File: config.mk
export PLATFORM = sky130hd
export DESIGN_NAME = tag_data_buffer
export DESIGN_NICKNAME = d
export VERILOG_FILES = /design/src/rtl/tag_data_buffer_pkg.sv /design/src/rtl/tdb_slot_alloc.sv /design/src/rtl/tdb_slot_store.sv /design/src/rtl/tag_data_buffer.sv
export SDC_FILE = /design/constraint.sdc
export NUM_CORES = 1
export LEC_CHECK = 0
export ABC_AREA = 1
export BUFFER_PORTS_ARGS = -buffer_cell sky130_fd_sc_hd__buf_4
export CAP_MARGIN = 20
export CORE_MARGIN = 2
export CORE_UTILIZATION = 23
export CTS_CLUSTER_DIAMETER = 150
export CTS_CLUSTER_SIZE = 16
export DETAILED_ROUTE_END_ITERATION = 16
export PLACE_DENSITY = 0.36
export SYNTH_ARGS = -nofsm -noshare
export SYNTH_HDL_FRONTEND = slang
export SYNTH_HIERARCHICAL = 1
export SYNTH_SLANG_ARGS = --single-unit
File: constraint.sdc
create_clock -name clk -period 1.8 [get_ports clk]
set_input_delay 0.09 -clock clk [delete_from_list [all_inputs] [get_ports clk]]
set_output_delay 0.09 -clock clk [all_outputs]
set_load 0.02 [all_outputs]
File: src/rtl/tag_data_buffer_pkg.sv
// Package: shared default sizes for the tag-indexed data buffer.
// Assumes: beats per burst is a power of two and at least two.
package tag_data_buffer_pkg;
    localparam int DEF_SLOTS  = 4;
    localparam int DEF_BEATS  = 4;
    localparam int DEF_DATA_W = 16;
endpackage

File: src/rtl/tdb_slot_alloc.sv
// Module: free-slot bitmap with a lowest-index picker.
// Assumes: a released slot is never the slot being granted in the same cycle.
module tdb_slot_alloc #(
    parameter int NUM_SLOTS = 4,
    localparam int TAG_W = (NUM_SLOTS > 1) ? $clog2(NUM_SLOTS) : 1
) (
    input  logic                 clk,
    input  logic                 rst_n,
    input  logic                 req,
    input  logic [NUM_SLOTS-1:0] release_vec,
    output logic                 gnt,
    output logic [TAG_W-1:0]     tag,
    output logic [NUM_SLOTS-1:0] free_q
);
    logic [NUM_SLOTS-1:0] take_vec;

    // Pick the lowest set bit of the free bitmap.
    always_comb begin
        tag = '0;
        for (int i = NUM_SLOTS - 1; i >= 0; i--) begin
            if (free_q[i]) tag = TAG_W'(i);
        end
    end

    assign gnt      = req && (|free_q);
    assign take_vec = gnt ? (NUM_SLOTS'(1) << tag) : '0;

    // Update the bitmap: clear the granted slot, set the released slots.
    always_ff @(posedge clk) begin
        if (!rst_n) free_q <= '1;
        else        free_q <= (free_q & ~take_vec) | release_vec;
    end
endmodule

File: src/rtl/tdb_slot_store.sv
// Module: per-slot burst storage with fill and drain beat counters.
// Assumes: a slot is filled from one source only, and drained from one sink
// only, and only after it is full. Wrapping counters return to beat 0.
module tdb_slot_store #(
    parameter int NUM_SLOTS = 4,
    parameter int BEATS     = 4,
    parameter int DATA_W    = 16,
    localparam int TAG_W  = (NUM_SLOTS > 1) ? $clog2(NUM_SLOTS) : 1,
    localparam int BEAT_W = $clog2(BEATS)
) (
    input  logic                 clk,
    input  logic                 rst_n,
    input  logic                 wf_vld,
    input  logic [TAG_W-1:0]     wf_tag,
    input  logic [DATA_W-1:0]    wf_data,
    input  logic                 rt_vld,
    input  logic [TAG_W-1:0]     rt_tag,
    input  logic [DATA_W-1:0]    rt_data,
    input  logic                 is_vld,
    input  logic [TAG_W-1:0]     is_tag,
    output logic [DATA_W-1:0]    is_data,
    output logic                 is_last,
    input  logic                 cl_vld,
    input  logic [TAG_W-1:0]     cl_tag,
    output logic [DATA_W-1:0]    cl_data,
    output logic                 cl_last,
    output logic [NUM_SLOTS-1:0] release_vec
);
    localparam logic [BEAT_W-1:0] LAST_BEAT = BEAT_W'(BEATS - 1);

    logic [DATA_W-1:0] mem_q   [NUM_SLOTS][BEATS];
    logic [BEAT_W-1:0] fill_q  [NUM_SLOTS];
    logic [BEAT_W-1:0] drain_q [NUM_SLOTS];

    // Store the incoming beats at each slot's fill position.
    always_ff @(posedge clk) begin
        for (int s = 0; s < NUM_SLOTS; s++) begin
            if (wf_vld && wf_tag == TAG_W'(s))
                mem_q[s][fill_q[s]] <= wf_data;
            else if (rt_vld && rt_tag == TAG_W'(s))
                mem_q[s][fill_q[s]] <= rt_data;
        end
    end

    // Advance the fill and drain counters of each slot.
    always_ff @(posedge clk) begin
        if (!rst_n) begin
            for (int s = 0; s < NUM_SLOTS; s++) begin
                fill_q[s]  <= '0;
                drain_q[s] <= '0;
            end
        end else begin
            for (int s = 0; s < NUM_SLOTS; s++) begin
                if ((wf_vld && wf_tag == TAG_W'(s)) || (rt_vld && rt_tag == TAG_W'(s)))
                    fill_q[s] <= (fill_q[s] == LAST_BEAT) ? '0 : fill_q[s] + 1'b1;
                if ((is_vld && is_tag == TAG_W'(s)) || (cl_vld && cl_tag == TAG_W'(s)))
                    drain_q[s] <= (drain_q[s] == LAST_BEAT) ? '0 : drain_q[s] + 1'b1;
            end
        end
    end

    // Present the current beat of each readout port.
    always_comb begin
        is_data = mem_q[is_tag][drain_q[is_tag]];
        is_last = (drain_q[is_tag] == LAST_BEAT);
        cl_data = mem_q[cl_tag][drain_q[cl_tag]];
        cl_last = (drain_q[cl_tag] == LAST_BEAT);
    end

    // Flag a slot for release when its final beat leaves.
    for (genvar g = 0; g < NUM_SLOTS; g++) begin : g_rel
        assign release_vec[g] = (drain_q[g] == LAST_BEAT) &&
                                ((is_vld && is_tag == TAG_W'(g)) ||
                                 (cl_vld && cl_tag == TAG_W'(g)));
    end
endmodule

File: src/rtl/tag_data_buffer.sv
// Module: top of the tag-indexed burst data buffer. It joins the slot
// allocator and the slot storage.
// Assumes: the callers use only tags that were granted, and fill a slot
// completely before they drain it.
module tag_data_buffer
    import tag_data_buffer_pkg::*;
#(
    parameter int NUM_SLOTS = DEF_SLOTS,
    parameter int BEATS     = DEF_BEATS,
    parameter int DATA_W    = DEF_DATA_W,
    localparam int TAG_W = (NUM_SLOTS > 1) ? $clog2(NUM_SLOTS) : 1
) (
    input  logic                 clk,
    input  logic                 rst_n,
    input  logic                 alloc_req,
    output logic                 alloc_gnt,
    output logic [TAG_W-1:0]     alloc_tag,
    output logic [NUM_SLOTS-1:0] free_map,
    input  logic                 wfill_vld,
    input  logic [TAG_W-1:0]     wfill_tag,
    input  logic [DATA_W-1:0]    wfill_data,
    input  logic                 iss_vld,
    input  logic [TAG_W-1:0]     iss_tag,
    output logic [DATA_W-1:0]    iss_data,
    output logic                 iss_last,
    input  logic                 ret_vld,
    input  logic [TAG_W-1:0]     ret_tag,
    input  logic [DATA_W-1:0]    ret_data,
    input  logic                 cli_vld,
    input  logic [TAG_W-1:0]     cli_tag,
    output logic [DATA_W-1:0]    cli_data,
    output logic                 cli_last
);
    logic [NUM_SLOTS-1:0] release_vec;

    tdb_slot_alloc #(.NUM_SLOTS(NUM_SLOTS)) u_alloc (
        .clk         (clk),
        .rst_n       (rst_n),
        .req         (alloc_req),
        .release_vec (release_vec),
        .gnt         (alloc_gnt),
        .tag         (alloc_tag),
        .free_q      (free_map)
    );

    tdb_slot_store #(.NUM_SLOTS(NUM_SLOTS), .BEATS(BEATS), .DATA_W(DATA_W)) u_store (
        .clk         (clk),
        .rst_n       (rst_n),
        .wf_vld      (wfill_vld),
        .wf_tag      (wfill_tag),
        .wf_data     (wfill_data),
        .rt_vld      (ret_vld),
        .rt_tag      (ret_tag),
        .rt_data     (ret_data),
        .is_vld      (iss_vld),
        .is_tag      (iss_tag),
        .is_data     (iss_data),
        .is_last     (iss_last),
        .cl_vld      (cli_vld),
        .cl_tag      (cli_tag),
        .cl_data     (cli_data),
        .cl_last     (cli_last),
        .release_vec (release_vec)
    );
endmodule

# == Yosys cells after proc, flatten, opt, wreduce, memory -nomap -nowiden ==
# Memory sizes are Yosys's and may differ from the RTL's.
# Cells that the tools add are included.
# op_classes
add_sub_neg,8
mul,0
div_mod_pow,0
n_lt_le_gt_ge,10
eq_ne,22
n_shift,1
n_mux,336
bitwise_logic,273
reduce_logical,38
# ops
cell,count
64-bit 2-to-1 mux,8
1-bit 2-to-1 mux,293
1-bit OR,264
16-bit demux with 2-bit select,4
16-bit 2-to-1 mux,8
16-bit binary-select mux with 2-bit select,2
2-bit 2-to-1 mux,20
"2-bit == test, second input constant",18
1-bit logical AND,25
"3-bit greater-or-equal comparator, second input constant",6
2-bit inverter with 3-bit output,6
"2-bit by 1-bit adder with 2-bit output, second input constant",8
"3-bit by 1-bit less-than comparator with 1-bit output, second input constant",4
"2-bit by 1-bit == test with 1-bit output, second input constant",4
2-bit zero test,4
1-bit logical OR,8
4-bit bitwise AND,1
4-bit 2-to-1 mux,1
4-bit inverter,1
4-bit OR,1
4-bit OR reduction,1
"1-bit by 2-bit << shifter with 4-bit output, first input constant",1
# word_totals
reg_bits,4
latch_bits,0
ram_bits,272
mem_bits_ro,0
in_bits,47
elab_cells,692
mem_count,3
# memory_table
name,words,word_bits,rd,rd_ports_with_merged_regs,write_ports,line_no,source
u_store.mem_q,4,64,2,0,4,tdb_slot_store.sv:31,logic [DATA_W-1:0] mem_q [NUM_SLOTS][BEATS];
u_store.drain_q,4,2,6,0,4,tdb_slot_store.sv:33,logic [BEAT_W-1:0] drain_q [NUM_SLOTS];
u_store.fill_q,4,2,4,0,4,tdb_slot_store.sv:32,logic [BEAT_W-1:0] fill_q [NUM_SLOTS];

# == Longest topological paths before layout ==
# Gate-level depths: netlist of the first run.
# depth
ltp_word,9
ltp_mapped,10
mapped_depth_nobuf,8

# == Cells and area by module ==
# Netlist of the first run, hierarchy kept.
# modules_own_cells
module,instances,cells_per_inst,area_each_um2
tdb_slot_store,1,2362,17564.3
tdb_slot_alloc,1,26,172.7

# == Worst setup path after synthesis of the first run ==
# No wires, ideal clock.
# synth_path
path_kind,reg2reg
start,memory u_store/fill_q[2][0] in the netlist's numbering
end,memory u_store/mem_q[2][16] in the netlist's numbering (enable)
t_arrival_ns,1.427
t_required_ns,1.411
slack_ns,-0.015
stages_incl_launch_ff,5
path_cell_list,edfxtp_1 inv_1 ha_1 inv_1 nor2_1
# synth_rtl
element,line_no
from (decl),tdb_slot_store.sv:32
to (decl),tdb_slot_store.sv:31

==> results.json, run 1 <==
{
  "max_slew_margin": 0.552,
  "reg2reg_from": "u_store/fill_q[3][0]",
  "clk_pin_slew_ns": 0.08,
  "critPathArrivalTime_ns": 2.18,
  "timing.fmax_ghz": 0.440,
  "min_path_type": "in -> reg",
  "holdPathStages": 6,
  "clkSinkCount": 276,
  "crit_type": "reg -> out",
  "cts_buffers": 21,
  "post-place-ws_ns": 0.00522,
  "clk_latency_ns": 0.58,
  "violations": "setup timing",
  "syn-num-nets": 2455,
  "multi_input_area_um2": 8900,
  "cp-startpoint": "u_store/drain_q[2][0]",
  "initial_utilization": 0.233,
  "dpl.hpwl_um": 52100,
  "grt_pass1_vias": 16073,
  "rows": 101,
  "max-vdd-ir-drop_v": 0.000595,
  "status": "finished, violations left",
  "core_um2": 76200,
  "cts_buffer_depth": 3,
  "place.gp.congestion": 0.830,
  "area_growth_pct": 26.2,
  "io_pins": 88,
  "wl_per_cell_um": 25.6,
  "synthCells": 2388,
  "clockRootBuffer": "clkbuf_16",
  "crit_end": "iss_data[5]",
  "die_h_um": 282,
  "finalNetCount": 2495,
  "final_antenna_net_count": 0,
  "fin_ws_ns": -0.472,
  "track_usage": 0.218,
  "ys_ff_latch": 276,
  "synth_edf_count": 272,
  "via_per_inst": 5.03,
  "critPathMaxFanout": 8,
  "grt_start_max_net_pins": 91,
  "ff2ff_path_depth": 5,
  "rrSetupSlack_ns": 0.23,
  "rsz0062_at_grt": "yes",
  "fin_hold_ws_ns": 0.0757,
  "async_flop_share": 0,
  "p_leak_nw": 9.65,
  "cp-end-kind": "output port",
  "hold_violations": 0,
  "drive_above_1_share": 0.186,
  "vias": 17438,
  "drtIter0Drc": 2069,
  "slew_violations": 0,
  "grt_pass1_wl_um": 122000,
  "synthFlopType": "edfxtp_1",
  "min_period_ns": 2.27,
  "synth_top_area_frac": 0.460,
  "setup_violations": 34,
  "totalPowerFinal_mw": 16.8,
  "worstReg2RegEnd": "u_store/mem_q[3][18]",
  "die_area_um2": 79400,
  "cts_tree": "done",
  "overflow": 0,
  "portBuffers": 87,
  "synth.area.top_cells": "edfxtp_1, nand2_1, nand3_1",
  "num-fill-cells": 8069,
  "wirelength_um": 88700,
  "drt_first_pass_iters": 7,
  "drc": 0,
  "fin_skew_ns": 0.0271,
  "ys_warn_count": 6,
  "synthDistinctLibCells": 26,
  "die_w_um": 282,
  "ys_seq_area_frac": 0.465,
  "synth_top_area_cell": "edfxtp_1",
  "fin_crit_sh": 1.26,
  "worst_pin_slew_ns": 0.672,
  "cellPowerDensity_nw_per_um2": 750,
  "cts-htree-levels": 1,
  "seqCellArea_um2": 8250,
  "syn-cell-area_um2": 17700,
  "crit_required_ns": 1.71,
  "cp-start-kind": "flip-flop",
  "cap_violations": 0,
  "avgSynthCellArea_um2": 7.43,
  "antenna_found_initial": 6
}
how the worst min path moves through the flow:
stage | startpoint | end
final | ret_tag[0] | u_store/fill_q[0][1]
after global routing | ret_tag[0] | u_store/fill_q[0][0]
after CTS | ret_tag[0] | u_store/fill_q[0][1]
after detailed placement | alloc_req | u_alloc/free_q[2]
after global placement | alloc_req | u_alloc/free_q[2]
after floorplan | rst_n | u_alloc/free_q[0]
critical path: stages (launching register included):
cell and delay, ns:
edfxtp_1 0.49, nand3_2 0.11, nand2_2 0.07, nor2_4 0.16, buf_12 0.19, buf_12 0.14, buf_12 0.12, nand2_2 0.05
nand3_2 0.09, nand2_4 0.07, buf_6 0.13
what timing repair did:
action                     in CTS  in global routing
resized for setup             168                 96
setup endpoints to repair      34                 35
hold endpoints to repair      259                  0
hold buffers                   19                  0
setup buffers                  10                  9
pin swaps                      34                 40
gates cloned                    4                  7
cell families (layout without fill, tap and decap cells):
| family | Yosys count | in the layout | synth area share |
|---|---|---|---|
| buf+inv | 299 | 346 | 0.0813 |
| flops | 276 | 276 | 0.465 |
| compound gates | 264 | 264 | 0.0755 |
| simple gates | 1529 | 1529 | 0.364 |
| other cells | 0 | 3 | 0 |
| fa+ha+maj | 20 | 20 | 0.0141 |
placed cells by master (no fill, tap or decap):
cell,synthesis,layout
nand2_1,855,751
nand3_1,478,420
edfxtp_1,272,272
nor2_1,173,155
o21ai_1,131,131
o21ai_0,126,126
buf_4,18,91
buf_12,0,77
nand2_2,5,74
inv_1,75,73
nand3_2,8,61
buf_6,15,37
nand2_4,0,33
clkbuf_16,0,26
ha_1,20,20
dlygate4sd3_1,0,18
nor2_2,4,17
inv_2,7,8
nor2_4,3,8
clkbuf_1,44,7
nand3_4,0,5
dfxtp_1,4,4
diode_2,0,3
a21oi_1,3,3
buf_16,0,2
inv_4,1,2
nand2_8,0,2
nor3_4,2,2
o22ai_2,2,2
o22ai_1,2,2
buf_8,0,2
inv_6,0,1
clkinv_8,0,1
nor3_1,1,1
inv_8,0,1
per-stage QoR:
| stage | cell area, um2 | TNS, ns | util | cells |
|---|---|---|---|---|
| floorplan | 17800 | 0 | - | 2388 |
| global placement | 20200 | -0.00496 | 0.265 | 3389 |
| detailed placement | 20200 | 0 | 0.265 | 3389 |
| CTS | 21800 | -13.98 | 0.286 | 3452 |
| global route | 22400 | -16.33 | 0.294 | 3465 |
| finish | 22400 | -13.63 | 0.294 | 3468 |
power breakdown:
part           total [mW]  leakage, nW  switching, mW  internal (mW)
registers            7.39         2.53          0.105           7.28
logic                4.64         6.84           2.95           1.68
clock network        4.77        0.278           2.60           2.16
cell usage after synthesis, types with 7 or more instances:
library cell / number
inv_2: 7
ha_1: 20
o21ai_0: 126
buf_2: 108
inv_1: 75
nor2_1: 173
nand3_2: 8
edfxtp_1: 272
o21ai_1: 131
nand2_1: 855
buf_1: 30
clkbuf_1: 44
nand3_1: 478
buf_6: 15
buf_4: 18
registers in the layout, indices dropped and copies added (netlist names):
register / flops
u_store/fill_q: 8
u_alloc/free_q: 4
u_store/drain_q: 8
u_store/mem_q: 256
per-layer routing:
metal | routed length (um) | track usage | part of all wire
met1 | 39400 | 0.309 | 0.44
met2 | 38800 | 0.336 | 0.44
met3 | 7730 | 0.0404 | 0.087
met4 | 2880 | 0.0630 | 0.032
met5 | 0 | 0 | 0
layout make-up:
type / instances / share of cell area
repair inverters: 1 / 0.000280
flip-flops and latches: 276 / 0.369
diodes: 3 / 0.000335
clock inverters: 2 / 0.00112
clock buffers: 28 / 0.0247
multi-input cells: 1813 / 0.398
inverters: 83 / 0.0144
well taps: 1030 / 0.0576
repair buffers: 232 / 0.135
Power figures use the tool's default switching activity.
==> run 2, diff against run 1 <==
--- a/config.mk
+++ b/config.mk
@@ -10,6 +10,7 @@
 export CAP_MARGIN = 20
 export CORE_MARGIN = 2
 export CORE_UTILIZATION = 23
+export CTS_BUF_LIST = sky130_fd_sc_hd__clkbuf_8 sky130_fd_sc_hd__clkbuf_16
 export CTS_CLUSTER_DIAMETER = 150
 export CTS_CLUSTER_SIZE = 16
 export DETAILED_ROUTE_END_ITERATION = 16
==> results.json, run 2 (same netlist as run 1, synthesis figures left out) <==
{
  "power_switching_mw": 5.67,
  "max-vdd-ir-drop_v": 0.000591,
  "core_um2": 76200,
  "multi_input_area_um2": 8900,
  "finalNetCount": 2495,
  "setup_violations": 34,
  "clock_power_share": 0.283,
  "final_antenna_net_count": 0,
  "drtIter0Drc": 2113,
  "via_per_inst": 5.03,
  "cts_tree": "done",
  "min_period_ns": 2.27,
  "cp-start-kind": "flip-flop",
  "rsz0062_at_grt": "yes",
  "wl_per_cell_um": 25.6,
  "clockRootBuffer": "clkbuf_16",
  "overflow": 0,
  "drc": 0,
  "power.share.combinational": 0.277,
  "grt_pass1_wl_um": 122000,
  "area_growth_pct": 26.2,
  "io_pins": 88,
  "clk_latency_ns": 0.58,
  "crit_required_ns": 1.71,
  "num-fill-cells": 8070,
  "grt_pass1_vias": 16073,
  "antenna_found_initial": 6,
  "vias": 17435,
  "place.gp.congestion": 0.830,
  "drt_first_pass_iters": 5,
  "min_path_type": "in -> reg",
  "largest_reg_flops": 256,
  "worst_pin_slew_ns": 0.701,
  "cts_buffers": 21,
  "die_h_um": 282,
  "cellPowerDensity_nw_per_um2": 749,
  "clk_pin_slew_ns": 0.08,
  "crit_type": "reg -> out",
  "wirelength_um": 88800,
  "fin_skew_ns": 0.0274,
  "timing.fmax_ghz": 0.440,
  "critPathArrivalTime_ns": 2.18,
  "p_leak_nw": 9.68,
  "violations": "setup timing",
  "postLayoutCellArea_um2": 22400,
  "status": "finished, violations left",
  "track_usage": 0.218,
  "hold_violations": 0,
  "clkSinkCount": 276,
  "portBuffers": 87,
  "cts-htree-levels": 1,
  "cts_buffer_depth": 3,
  "rows": 101,
  "dpl.hpwl_um": 52100,
  "intPower_mw": 11.1,
  "die_w_um": 282,
  "fin_ws_ns": -0.474,
  "drive_above_1_share": 0.186,
  "cp-end-kind": "output port",
  "rrSetupSlack_ns": 0.22,
  "final_cell_mix": "nand2_1, nand3_1, edfxtp_1",
  "place_area_um2": 20200,
  "sequentialPowerShare": 0.441,
  "slew_violations": 0,
  "initial_utilization": 0.233,
  "seqCellArea_um2": 8250,
  "die_area_um2": 79400,
  "critPathMaxFanout": 8,
  "max_slew_margin": 0.532,
  "final_common_cell": "nand2_1",
  "post-place-ws_ns": 0.00522,
  "fin_crit_sh": 1.26,
  "switching_share": 0.338,
  "cap_violations": 0,
  "grt_start_max_net_pins": 91
}
-- run 2: path summary, 6_finish.rpt --
path | depth (start not counted) | to | from
min reg2reg | 2 | u_alloc/free_q[3] | u_alloc/free_q[3]
min | 6 | u_store/fill_q[0][1] | ret_tag[0]
max reg2reg | 5 | u_store/mem_q[3][24] | u_store/fill_q[3][0]
max | 10 | iss_data[5] | u_store/drain_q[2][0]
-- run 2: critical path, stage by stage, from the launching register on --
cell	delay [ns]
edfxtp_1	0.49
nand3_2	0.11
nand2_2	0.07
nor2_4	0.16
buf_12	0.19
buf_12	0.14
buf_12	0.12
nand2_2	0.05
nand3_2	0.09
nand2_4	0.07
buf_6	0.13
-- run 2: area by class of cell --
| class | instances | area share |
|---|---|---|
| repair inverters | 1 | 0.000280 |
| inverters | 83 | 0.0144 |
| clock inverters | 9 | 0.00229 |
| repair buffers | 232 | 0.135 |
| flip-flops and latches | 276 | 0.369 |
| well taps | 1030 | 0.0576 |
| multi-input cells | 1813 | 0.398 |
| diodes | 2 | 0.000224 |
| clock buffers | 21 | 0.0235 |
-- run 2: power groups by stage --
stage,combinational [mW],clock [mW],sequential [mW]
CTS,4.29,4.91,7.39
detailed placement,3.73,0,7.54
floorplan,2.00,0,7.51
global route,4.94,5.07,7.41
global placement,3.73,0,7.54
finish,4.64,4.74,7.39
-- run 2: metrics by stage --
| stage | utilization | TNS, ns | power [mW] | instances | hold slack (ns) |
|---|---|---|---|---|---|
| after floorplan | - | 0 | 9.51 | 2388 | 0.159 |
| after global placement | 0.265 | -0.00496 | 11.3 | 3389 | 0.376 |
| final | 0.294 | -13.67 | 16.8 | 3467 | 0.0757 |
| after CTS | 0.286 | -13.98 | 16.6 | 3452 | 0.0550 |
| after detailed placement | 0.265 | 0 | 11.3 | 3389 | 0.370 |
| after global routing | 0.294 | -16.33 | 17.4 | 3465 | 0.111 |
-- run 2: routing by layer --
metal / vias to the layer above / share of wire / GRT usage
met3: 116 / 0.082 / 0.0404
met5: - / 0 / 0
met1: 8454 / 0.45 / 0.309
met4: 0 / 0.032 / 0.0630
li1: 8029 / - / -
met2: 836 / 0.44 / 0.336
-- run 2: what timing repair did --
item | CTS | global route
cloned | 4 | 7
setup endpoints to repair | 34 | 35
setup buffers | 10 | 9
gates resized for setup | 168 | 96
hold endpoints to repair | 259 | 0
pin swaps | 34 | 40
hold buffers | 19 | 0
